$ cat src/rtl/rtc_pin_ctrl.sv
module rtc_pin_ctrl #(
  parameter int DIV_W = 15
) (
  input  logic       clk,
  input  logic       rst_n,
  input  logic       tick_32k,
  input  logic       on_batt,
  input  logic       alm1_hit,
  input  logic       alm2_hit,
  input  logic       reg_sel,
  input  logic       reg_we,
  input  logic [7:0] reg_wdata,
  output logic [7:0] reg_rdata,
  output logic       osc_run,
  output logic       pin_oe,
  output logic       pin_lvl
);
  localparam logic [7:0] CTRL_RST = 8'h1C;
  localparam int TAP_SLOW = DIV_W - 1;

  logic [7:0]       ctrl;
  logic [1:0]       flag;
  logic [DIV_W-1:0] div;
  logic             wave;
  logic             irq;

  wire halt_batt = ctrl[7];
  wire wave_batt = ctrl[6];
  wire irq_mode  = ctrl[2];

  assign osc_run = !(halt_batt && on_batt);

  always_ff @(posedge clk or negedge rst_n)
    if (!rst_n)                  ctrl <= CTRL_RST;
    else if (reg_we && !reg_sel) ctrl <= reg_wdata;

  always_ff @(posedge clk or negedge rst_n)
    if (!rst_n) flag <= '0;
    else        flag <= ((reg_we && reg_sel) ? (flag & reg_wdata[1:0]) : flag)
                        | {alm2_hit, alm1_hit};

  always_ff @(posedge clk or negedge rst_n)
    if (!rst_n)                  div <= '0;
    else if (tick_32k && osc_run) div <= div + 1'b1;

  always_comb
    case (ctrl[4:3])
      2'd0:    wave = div[TAP_SLOW];
      2'd1:    wave = div[4];
      2'd2:    wave = div[2];
      default: wave = div[1];
    endcase

  assign irq = |(flag & ctrl[1:0]);

  always_comb begin
    if (irq_mode) begin
      pin_oe  = 1'b1;
      pin_lvl = !irq;
    end else if (on_batt && !wave_batt) begin
      pin_oe  = 1'b0;
      pin_lvl = 1'b1;
    end else begin
      pin_oe  = 1'b1;
      pin_lvl = wave;
    end
  end

  assign reg_rdata = reg_sel ? {6'b0, flag} : ctrl;
endmodule


$ cat config.mk
export PLATFORM = sky130hd
export DESIGN_NAME = rtc_pin_ctrl
export DESIGN_NICKNAME = d
export VERILOG_FILES = /design/src/rtl/rtc_pin_ctrl.sv
export SDC_FILE = /design/constraint.sdc
export NUM_CORES = 1
export LEC_CHECK = 0
export BUFFER_PORTS_ARGS = -buffer_cell sky130_fd_sc_hd__buf_2
export CORE_MARGIN = 3
export CORE_UTILIZATION = 45
export CTS_BUF_LIST = sky130_fd_sc_hd__clkbuf_4
export DETAILED_ROUTE_END_ITERATION = 7
export PLACE_DENSITY = 0.68
export SYNTH_ARGS = -nofsm -noshare
export SYNTH_HDL_FRONTEND = slang
export SYNTH_SLANG_ARGS = --single-unit
$ cat constraint.sdc
create_clock -name clk -period 1.61 [get_ports clk]
set_input_delay 0.0805 -clock clk [delete_from_list [all_inputs] [get_ports clk]]
set_output_delay 0.0805 -clock clk [all_outputs]
set_load 0.05 [all_outputs]
* Word-level counts from Yosys, hierarchy flattened *
Cells that the tools add are included.

word-level totals
  bits in registers = 25
  latch bits = 0
  memory bits (writable) = 0
  ROM bits = 0
  input port bits = 16
  output and inout port bits = 11
  logic and storage cells = 27
  memories = 0

cells by class
  add/subtract/negate cells = 1
  multipliers = 0
  div/mod/pow operators = 0
  $lt $le $gt $ge = 0
  eq/ne operators = 2
  shifts and indexed selects = 0
  multiplexer cells = 7
  bitwise operators = 3
  reduce and logical (&&, ||, !) cells = 11

operator list
  cell                   count
  $add 15x1->15 const B  1
  $mux 8                 1
  $logic_and 1x1->1      5
  $and 2x2->2            2
  $logic_not 1->1        4
  $mux 1                 4
  $pmux 1 s3             1
  $eq 2x1->1 const B     1
  $eq 2x2->1 const B     1
  $logic_not 2->1        1
  $mux 2                 1
  $or 2x2->2             1
  $reduce_or 2->1        1

* Logic depth before layout (Yosys ltp) *
Gate-level depths: netlist of run 1.

  word-level depth = 4
  mapped depth = 4
  mapped depth without buffers = 4

* Least setup slack after synthesis of run 1 *
OpenSTA, ideal clock, no wires.

  path kind = flip-flop to output port
  start = register ctrl[4]
  end = output port pin_lvl
  data arrival time = 1488 ps
  required time = 1529 ps
  setup slack = 42 ps
  cell stages (with the launch flop) = 4
  buffers on the path = 0
  cell sequence = dfstp_2 > mux4_1 > a21oi_1 > nand2_1

between the ends
  longest elaborated chain between the ends = 4
  elaborated cells on any way between the ends = 6
  those cells by class = 2 x eq/ne; 3 x mux; 1 x reduce/logical

ends and longest elaborated chain
  what                                      line  source
  from (decl)                               21    logic [7:0] ctrl;
  from (signal assigned)                    35    else if (reg_we && !reg_sel) ctrl <= reg_wdata;
  $eq 2x2->1, or another cell as far along  47    case (ctrl[4:3])
  $pmux 1 s3 (*)                            47
  $mux 1 (*)                                60    end else if (on_batt && !wave_batt) begin
  $mux 1 (*)                                57    if (irq_mode) begin
  to (decl)                                 16    output logic pin_lvl

Mark *: on every way between the ends. The rest lies on a longest branch, timed or not.

* Final worst setup path of run 1 *
Ends and elaborated chain as after synthesis.

==> run metrics, run 1 <==
status=finished with violations; share of layout cells above drive strength 1=38.6%; final wirelength=2190 um; total clock sinks=25; Initial Util=47.9%; Worst-path clk slew=0.14 ns; Worst Path Class, Setup=register to primary output; Final Core Density=61.1%; R2R depth=4; Vias/cell=4.98; Critical R2R Launch=ctrl[7]; post-CTS setup buffers=0; antenna violation net count after detailed routing=0; die boundary height=57.6 um; part of the power in combinational logic=31.6%; DP Area=1370 um^2; Final TNS setup=-0.213 ns; sequential-to-total area share from yosys stat=52.6%; crit path from=ctrl[4]; Slowest-stage cell, CP=dfstp_2; CTS tree=done; CP Cell Sequence=mux4_2 -> a21oi_2 -> nand2_1 -> buf_6; setup slack after layout=-0.213 ns; final instance area=1530 um^2; htree depth=1; I/O pin count=27; Reg power frac=51.3%; Critical Path Source Type=register; vias=846; Yosys Warn Count=0; Worst Path Buf+Inv=1; Hold Vio Cnt, Final=0; Reg-to-Reg End=div[14]; DRC Markers=0; Min-Delay Startpoint=reg_we; max-slew violation total from the final report=0; failing checks=setup timing; Setup Viol. Count Final=1; syn_nets=115; Area Overhead vs Synth=27.5%; clock buffer depth=2; DR iter-0 viols=22; CTS Root Cell=clkbuf_4; Min-Delay Path Depth=4; HP Class=input pin to register; Mean Syn Cell Area=12.2 um^2; clock skew=0.00752 ns; static leakage=0.000690 uW; Top delay family on crit path=flip-flops; crit path capture type=primary output; GP Congestion=0.786; die area=3320 um^2; Worst VDD drop=697 uV; unrepaired setup endpoints after global routing=yes; pwr dens=1080 nW/um^2; first-pass GRT wire length=3870 um; fin crit share=113%; Post-synth EDFFs=0; Internal=1080 uW; FILL cells=197; Nets=158; FFs w/ async S/R, synth=100%; metal2 WL=1040 um; dpl hpwl=1550 um; clock share of power=17.0%; WP data required=1.53 ns; largest net degree at the start of global routing=26; CP Max Fanout=3; cts bufs inserted=3; R2R Setup Slk=0.26 ns; Detailed Routing Iterations Pass 1=4; initial antenna violation count=0; pre-CTS setup slack=0.0271 ns; Data arrival, critical path=1.74 ns; Die W=57.6 um; Yosys reg bits=25; post-synthesis cell type count=26; actual slew at the worst max-slew pin=0.544 ns; wire per inst=12.9 um; Rel. slew slack=63.7%; P_sw=575 uW; Inserted Diodes=0; metal3 WL=109 um; Main synth FF type=dfrtp_1; Congestion Overflow GR=0; row count=18; fmax=549 MHz; GRT Total Usage=15.0%; Clock Latency Late Sink=0.31 ns; Post-Synthesis Cells=98; Hold Path End=flag[0]; core box area=2500 um^2; WL met1=1020 um; total power=1650 uW; total of max-cap violations=0; top layer in use=met4; switch share=34.9%; port bufs=26; Tmin final=1.82 ns; slowest stage delay, CP=0.58 ns; synthesized cell area=1200 um^2; vias in the first global route=867
[layout make-up]
| type | instances | area, um^2 | area share (%) |
|---|---|---|---|
| clock buffers | 3 | 22.5 | 1.48 |
| inverters | 1 | 3.75 | 0.246 |
| multi-input cells | 70 | 554 | 36.3 |
| well taps | 30 | 37.5 | 2.46 |
| flip-flops and latches | 25 | 629 | 41.2 |
| clock inverters | 1 | 7.51 | 0.492 |
| repair buffers | 40 | 272 | 17.8 |
[power by group through the flow]
| stage | logic [uW] | registers (uW) | clock network (uW) |
|---|---|---|---|
| finish | 522 | 847 | 281 |
| floorplan | 354 | 845 | 0 |
| global placement | 473 | 854 | 0 |
| global route | 573 | 878 | 318 |
| CTS | 526 | 850 | 297 |
| detailed placement | 481 | 861 | 0 |
[repair_timing]
item                       CTS  global route
hold endpoints to repair    32             0
hold buffers                12             0
pin swaps                    2             0
setup endpoints to repair    1             1
gates resized for setup      4             0
[metal layers]
metal | GRT usage, % | up-vias
li1 | - | 424
met1 | 19.5 | 396
met2 | 25.0 | 24
met3 | 2.26 | 2
met4 | 5.96 | 0
met5 | 0 | -
[worst reg2reg max path, delay by kind of cell (launching register included)]
kind | cells | cell delay (ns)
compound gates | 1 | 0.27
flops | 1 | 0.45
xor+xnor | 1 | 0.18
simple gates | 2 | 0.40
[metrics by stage]
stage / cells / hold slack (ns)
final: 170 / 0.111
after global routing: 170 / 0.114
after CTS: 170 / 0.104
after detailed placement: 154 / 0.100
after global placement: 154 / 0.0931
after floorplan: 98 / -0.215
[how the worst max path moves through the flow]
stage	endpoint	slack (ns)	cells after the start
final	pin_lvl	-0.21	4
after global routing	pin_lvl	-0.28	4
after CTS	pin_lvl	-0.23	4
after detailed placement	pin_lvl	0.03	4
after global placement	pin_lvl	0.06	4
after floorplan	pin_lvl	0.04	3
[synthesized netlist by cell type, types with 3 or more instances]
library cell / n / area [um^2]
nand2_1: 7 / 26.3
nor2b_1: 6 / 37.5
dfrtp_1: 22 / 551
nand3_1: 6 / 30.0
xnor2_1: 9 / 78.8
xor2_1: 5 / 43.8
nor2_1: 4 / 15.0
nand4_1: 3 / 18.8
dfstp_2: 3 / 78.8
mux2_2: 11 / 124
[cells by family after synthesis]
| group | count (synthesis) | share of synthesized area (%) |
|---|---|---|
| adders and majority gates | 1 | 1.04 |
| AOI/OAI and AO/OA | 5 | 3.55 |
| xor gates and xnor gates | 14 | 10.2 |
| and+or+nand+nor | 38 | 18.9 |
| buffers and inverters | 3 | 1.15 |
| DFF | 25 | 52.6 |
| muxes | 12 | 12.5 |
[registers in the layout (all words and copies together), names as in the netlist]
| register | flops |
|---|---|
| ctrl | 8 |
| div | 15 |
| flag | 2 |
[layout by cell type, fill, tap and decap left out, types with 2 or more instances in the layout]
master / count
clkbuf_4: 3
dlygate4sd3_1: 12
nor2_1: 4
and2_1: 2
nor4_2: 2
nand4_1: 3
nand3_1: 6
buf_4: 2
dfrtp_1: 22
xor2_1: 5
nor2b_1: 6
nand2b_1: 2
xnor2_1: 9
and3_1: 2
mux2_2: 11
nand2_1: 7
dfstp_2: 3
o21ai_0: 2
buf_2: 25
(Power assumes the default switching activity.)
==> inputs of run 2 (changes only) <==
Settings changed: BUFFER_PORTS_ARGS -buffer_cell sky130_fd_sc_hd__buf_2 to default, DONT_BUFFER_PORTS from default to 1, PLACE_DENSITY 0.68 to default, SKIP_LAST_GASP from default to 1.
==> run 2 against run 1 <==
Effect of this change: the flow still finishes with violations (setup timing); sequential power about the same; clock-buffer cell count unchanged; worst setup slack got worse by 0.0093 ns; core utilization decreased by 0.65 points; largest power group unchanged; sequential share of layout area increased by 0.44 points; non-clock buffer count decreased by 14; die area unchanged; global-route usage increased by 0.66 points; clock power decreased by 2%; maximum frequency decreased by 0.51%.
==> run metrics, run 2 (synthesis gave the netlist of run 1 again) <==
pre-CTS setup slack=0.0435 ns (+0.0164 ns); CP Cell Sequence=mux4_2 -> a21oi_2 -> nand2_2 -> buf_12; crit path capture type=primary output; I/O pin count=27 (unchanged); Congestion Overflow GR=0 (unchanged); DRC Markers=0 (unchanged); final wirelength=2240 um (+2.4%); total clock sinks=25 (unchanged); Worst Path Class, Setup=register to primary output; GP Congestion=0.666 (-15%); Detailed Routing Iterations Pass 1=4 (unchanged); core box area=2500 um^2 (unchanged); Final Hold Slack=0.0620 ns (-0.0492 ns); DP Area=1310 um^2 (-4.2%); Final TNS setup=-0.222 ns (-0.00931 ns); die area=3320 um^2 (unchanged); P_sw=577 uW (+0.34%); clock buffer depth=2 (unchanged); pwr dens=1110 nW/um^2 (+2.6%); Min-Delay Startpoint=reg_sel; Cells after DPL=136 (-12%); row count=18 (unchanged); Tmin final=1.83 ns (+0.00931 ns); commonest non-fill, non-tap cell in the layout=dfrtp_1; max reg flops=15 (unchanged); Largest regs=div x15, ctrl x8, flag x2; Die W=57.6 um (unchanged); port bufs=0 (-100%); cts bufs inserted=3 (unchanged); Nets=144 (-8.9%); CP Max Fanout=2 (-1); Clock Latency Late Sink=0.31 ns (about the same); max-slew violation total from the final report=0 (unchanged); Worst-path clk slew=0.13 ns (about the same); clock share of power=16.4% (-0.6 points); slowest stage delay, CP=0.56 ns (-0.02 ns); share of layout cells above drive strength 1=31.0% (-7.6 points); vias=821 (-3.0%); Reg power frac=50.7% (-0.6 points); Initial Util=47.9% (unchanged); Worst VDD drop=758 uV (+8.7%); part of the power in combinational logic=32.9% (+1.3 points); Internal=1100 uW (+2.1%); WP data required=1.53 ns (about the same); CTS tree=done; CTS Root Cell=clkbuf_4; crit path from=ctrl[4]; largest net degree at the start of global routing=26 (unchanged); Data arrival, critical path=1.75 ns (about the same); setup slack after layout=-0.222 ns (-0.00931 ns); final instance area=1510 um^2 (-1.1%); Reg-to-Reg End=div[14]; R2R depth=4 (unchanged); switch share=34.5% (-0.39 points); dpl hpwl=1570 um (+1.2%); Vias/cell=5.26 (+5.8%); Critical R2R Launch=ctrl[7]; initial antenna violation count=0 (unchanged); die boundary height=57.6 um (unchanged); unrepaired setup endpoints after global routing=yes; Hold Vio Cnt, Final=0 (unchanged); Final Non-Filler Cells=156 (-8.2%); fin crit share=114% (+0.58 points); antenna violation net count after detailed routing=0 (unchanged); htree depth=1 (unchanged); most frequent cells in the layout=dfrtp_1 (22), dlygate4sd3_1 (14), mux2_2 (11), buf_4 (10), xnor2_1 (9); Inserted Diodes=0 (unchanged); Slowest-stage cell, CP=dfstp_2; R2R Setup Slk=0.22 ns (-0.04 ns); DR iter-0 viols=17 (-23%); fmax=546 MHz (-0.51%); Area Overhead vs Synth=26.1%; total of max-cap violations=0 (unchanged); Critical Path Source Type=register; Rel. slew slack=69.3% (+5.6 points); HP Class=input pin to register; status=finished with violations; static leakage=0.000652 uW (-5.5%); Min-Delay Path Depth=2 (-2); actual slew at the worst max-slew pin=0.459 ns (-0.0857 ns); FILL cells=203 (+3.0%); first-pass GRT wire length=3970 um (+2.7%); Largest Register=div; Hold Path End=ctrl[0]; wire per inst=14.4 um (+12%); vias in the first global route=872 (+0.58%); clock skew=0.00291 ns (-0.00460 ns); Setup Viol. Count Final=1 (unchanged); GRT Total Usage=15.7% (+0.66 points); failing checks=setup timing
==> run 2: per-stage QoR <==
| stage | power (uW) | util [%] |
|---|---|---|
| 2_1_floorplan | 1200 | - |
| 3_3_place_gp | 1340 | 52.5 |
| 5_1_grt | 1790 | 60.4 |
| 6_report | 1670 | 60.4 |
| 3_5_place_dp | 1350 | 52.5 |
| 4_1_cts | 1690 | 60.3 |
==> run 2: final cells by class <==
| type | instances | area (um^2) | share of cell area [%] |
|---|---|---|---|
| clock inverters | 1 | 5.00 | 0.331 |
| multi-input cells | 70 | 557 | 36.9 |
| repair buffers | 26 | 255 | 16.9 |
| inverters | 1 | 3.75 | 0.249 |
| well taps | 30 | 37.5 | 2.49 |
| clock buffers | 3 | 22.5 | 1.49 |
| flip-flops and latches | 25 | 629 | 41.7 |
==> run 2: power by group through the flow <==
stage	Sequential [uW]	Combinational, uW	Clock, uW
after global placement	854	485	0
after global routing	871	602	315
after floorplan	845	354	0
after CTS	848	551	287
final	849	551	275
after detailed placement	860	490	0
==> run 2: metal layers <==
metal | part of all wire (%) | vias to the layer above | GRT usage, %
li1 | - | 401 | -
met1 | 45 | 400 | 19.8
met2 | 50 | 18 | 27.4
met3 | 4.8 | 2 | 2.94
met4 | 0.67 | 0 | 3.97
met5 | 0 | - | 0
==> run 2: critical path: cells and delay by family (launching register included) <==
kind                   cells  cell delay, ns
AOI/OAI and AO/OA          1            0.15
buffers and inverters      1            0.15
muxes                      1            0.51
and+or+nand+nor            1            0.07
DFF                        1            0.56
==> run 2: worst max path at each step <==
stage,to,cells after the start,slack (ns)
floorplan,pin_lvl,3,0.04
global placement,pin_lvl,4,0.06
detailed placement,pin_lvl,4,0.04
CTS,pin_lvl,4,-0.24
global route,pin_lvl,4,-0.28
finish,pin_lvl,4,-0.22
==> run 2: timing repair <==
action,CTS,global route
hold buffers,15,0
setup endpoints to repair,1,1
pin swaps,2,0
buffers inserted,1,0
hold endpoints to repair,37,0
gates resized for setup,2,1
==> inputs of run 3 (changes only) <==
Settings changed: CORE_MARGIN 3 to default.
==> run 3 against run 2 <==
Effect of this change: the flow still finishes with violations (setup timing); worst setup slack gained 0.0011 ns; register-to-register slack is essentially flat; highest routed layer unchanged; critical endpoint unchanged; non-clock buffer count shrank 1; first-iteration DRC count shrank 35%; critical path type unchanged; design area shrank 1.2%.
==> run metrics, run 3 (synthesis gave the netlist of run 1 again) <==
DRC Markers=0 (unchanged); pre-CTS setup slack=0.0452 ns (+0.00173 ns); commonest non-fill, non-tap cell in the layout=dfrtp_1; Setup Viol. Count Final=1 (unchanged); initial antenna violation count=0 (unchanged); Inserted Diodes=0 (unchanged); final instance area=1490 um^2 (-1.2%); first-pass GRT wire length=3740 um (-5.9%); final wirelength=2130 um (-4.9%); share of layout cells above drive strength 1=30.4% (-0.55 points); crit path capture type=primary output; Rel. slew slack=29.9% (-39 points); Tmin final=1.83 ns (-0.00110 ns); clock skew=0.00356 ns (+0.000649 ns); Worst VDD drop=846 uV (+12%); cts bufs inserted=3 (unchanged); largest net degree at the start of global routing=26 (unchanged); Largest Register=div; total of max-cap violations=0 (unchanged); htree depth=1 (unchanged); wire per inst=13.8 um (-4.3%); Worst-path clk slew=0.13 ns (about the same); max reg flops=15 (unchanged); Initial Util=47.9% (unchanged); actual slew at the worst max-slew pin=1.05 ns (+0.589 ns); CTS Root Cell=clkbuf_4; vias in the first global route=820 (-6.0%); CTS tree=done; WP data required=1.53 ns (about the same); die area=2870 um^2 (-13%); setup slack after layout=-0.221 ns (+0.00109 ns); die boundary height=53.6 um (-6.9%); Congestion Overflow GR=0 (unchanged); Hold Vio Cnt, Final=0 (unchanged); Final Core Density=59.7% (-0.70 points); fmax=546 MHz (about the same); FILL cells=204 (+0.49%); total power=1680 uW (+0.51%); FF/Latch Area=629 um^2 (unchanged); Nets=143 (-0.69%); Die W=53.6 um (-6.9%); DP Area=1310 um^2 (unchanged); Final Hold Slack=0.0661 ns (+0.00411 ns); Critical Path Source Type=register; CP Max Fanout=2 (unchanged); vias=821 (unchanged); static leakage=0.000643 uW (-1.3%); failing checks=setup timing; pwr dens=1130 nW/um^2 (+1.7%); HP Class=input pin to register; GRT Total Usage=18.7% (+3.0 points); Multi-input gate area=557 um^2 (unchanged); dpl hpwl=1480 um (-5.8%); unrepaired setup endpoints after global routing=yes; fin crit share=114% (about the same); clock buffer depth=2 (unchanged); core box area=2500 um^2 (unchanged); Clock Latency Late Sink=0.31 ns (about the same); status=finished with violations; total clock sinks=25 (unchanged); port bufs=0 (unchanged); I/O pin count=27 (unchanged); Worst Path Class, Setup=register to primary output; Detailed Routing Iterations Pass 1=3 (-1); GP Congestion=0.696 (+4.4%); Data arrival, critical path=1.75 ns (about the same); row count=18 (unchanged); most frequent cells in the layout=dfrtp_1 (22), dlygate4sd3_1 (14), mux2_2 (11), buf_4 (10), xnor2_1 (9); DR iter-0 viols=11 (-6); max-slew violation total from the final report=0 (unchanged); antenna violation net count after detailed routing=0 (unchanged); Largest regs=div x15, ctrl x8, flag x2; Area Overhead vs Synth=24.7%; Vias/cell=5.30 (+0.65%)
[run 3: power by group]
| group | internal, uW | switching, uW | leakage, uW |
|---|---|---|---|
| Clock | 114 | 172 | 0.0000184 |
| Sequential | 743 | 107 | 0.000308 |
| Combinational | 259 | 289 | 0.000317 |
[run 3: cell type report]
cell class	count	share of cell area (%)
Timing Repair Buffer	25	15.8
Sequential cell	25	42.2
Inverter	1	0.251
Clock buffer	4	2.01
Multi-Input combinational cell	70	37.3
Tap cell	30	2.51
[run 3: worst paths after layout]
kind | end | slack (ns) | cells past startpoint | from
worst min register to register | div[14] | 0.48 | 1 | div[14]
worst min-delay path | ctrl[0] | 0.07 | 2 | reg_sel
worst max-delay path | pin_lvl | -0.22 | 4 | ctrl[4]
min in group asynchronous | ctrl[1] | 0.39 | 1 | rst_n
worst max register to register | div[14] | 0.23 | 4 | ctrl[7]
max in group asynchronous | ctrl[6] | 0.59 | 1 | rst_n
[run 3: metal layers]
metal	track usage (%)	vias to the layer above	routed length [um]
li1	-	397	-
met1	23.3	404	957
met2	31.5	18	1060
met3	6.21	2	99
met4	3.95	0	15
met5	0	-	0
[run 3: through the flow]
| step | setup TNS (ns) | instances |
|---|---|---|
| 2_1_floorplan | 0 | 98 |
| 3_3_place_gp | 0 | 136 |
| 3_5_place_dp | 0 | 136 |
| 4_1_cts | -0.235 | 155 |
| 5_1_grt | -0.285 | 155 |
| 6_report | -0.221 | 155 |
[run 3: worst max-delay path, cell delays in order, from the launching register on]
cell	delay, ns
dfstp_2	0.56
mux4_2	0.50
a21oi_2	0.14
nand2_2	0.08
buf_12	0.15
[run 3: timing repair]
action                                 in CTS  in global routing
pin swaps                                   2                  0
setup endpoints to repair                   1                  1
resized for setup                           2                  1
hold buffers                               14                  0
endpoints found under the hold margin      37                  0
setup buffers                               1                  0
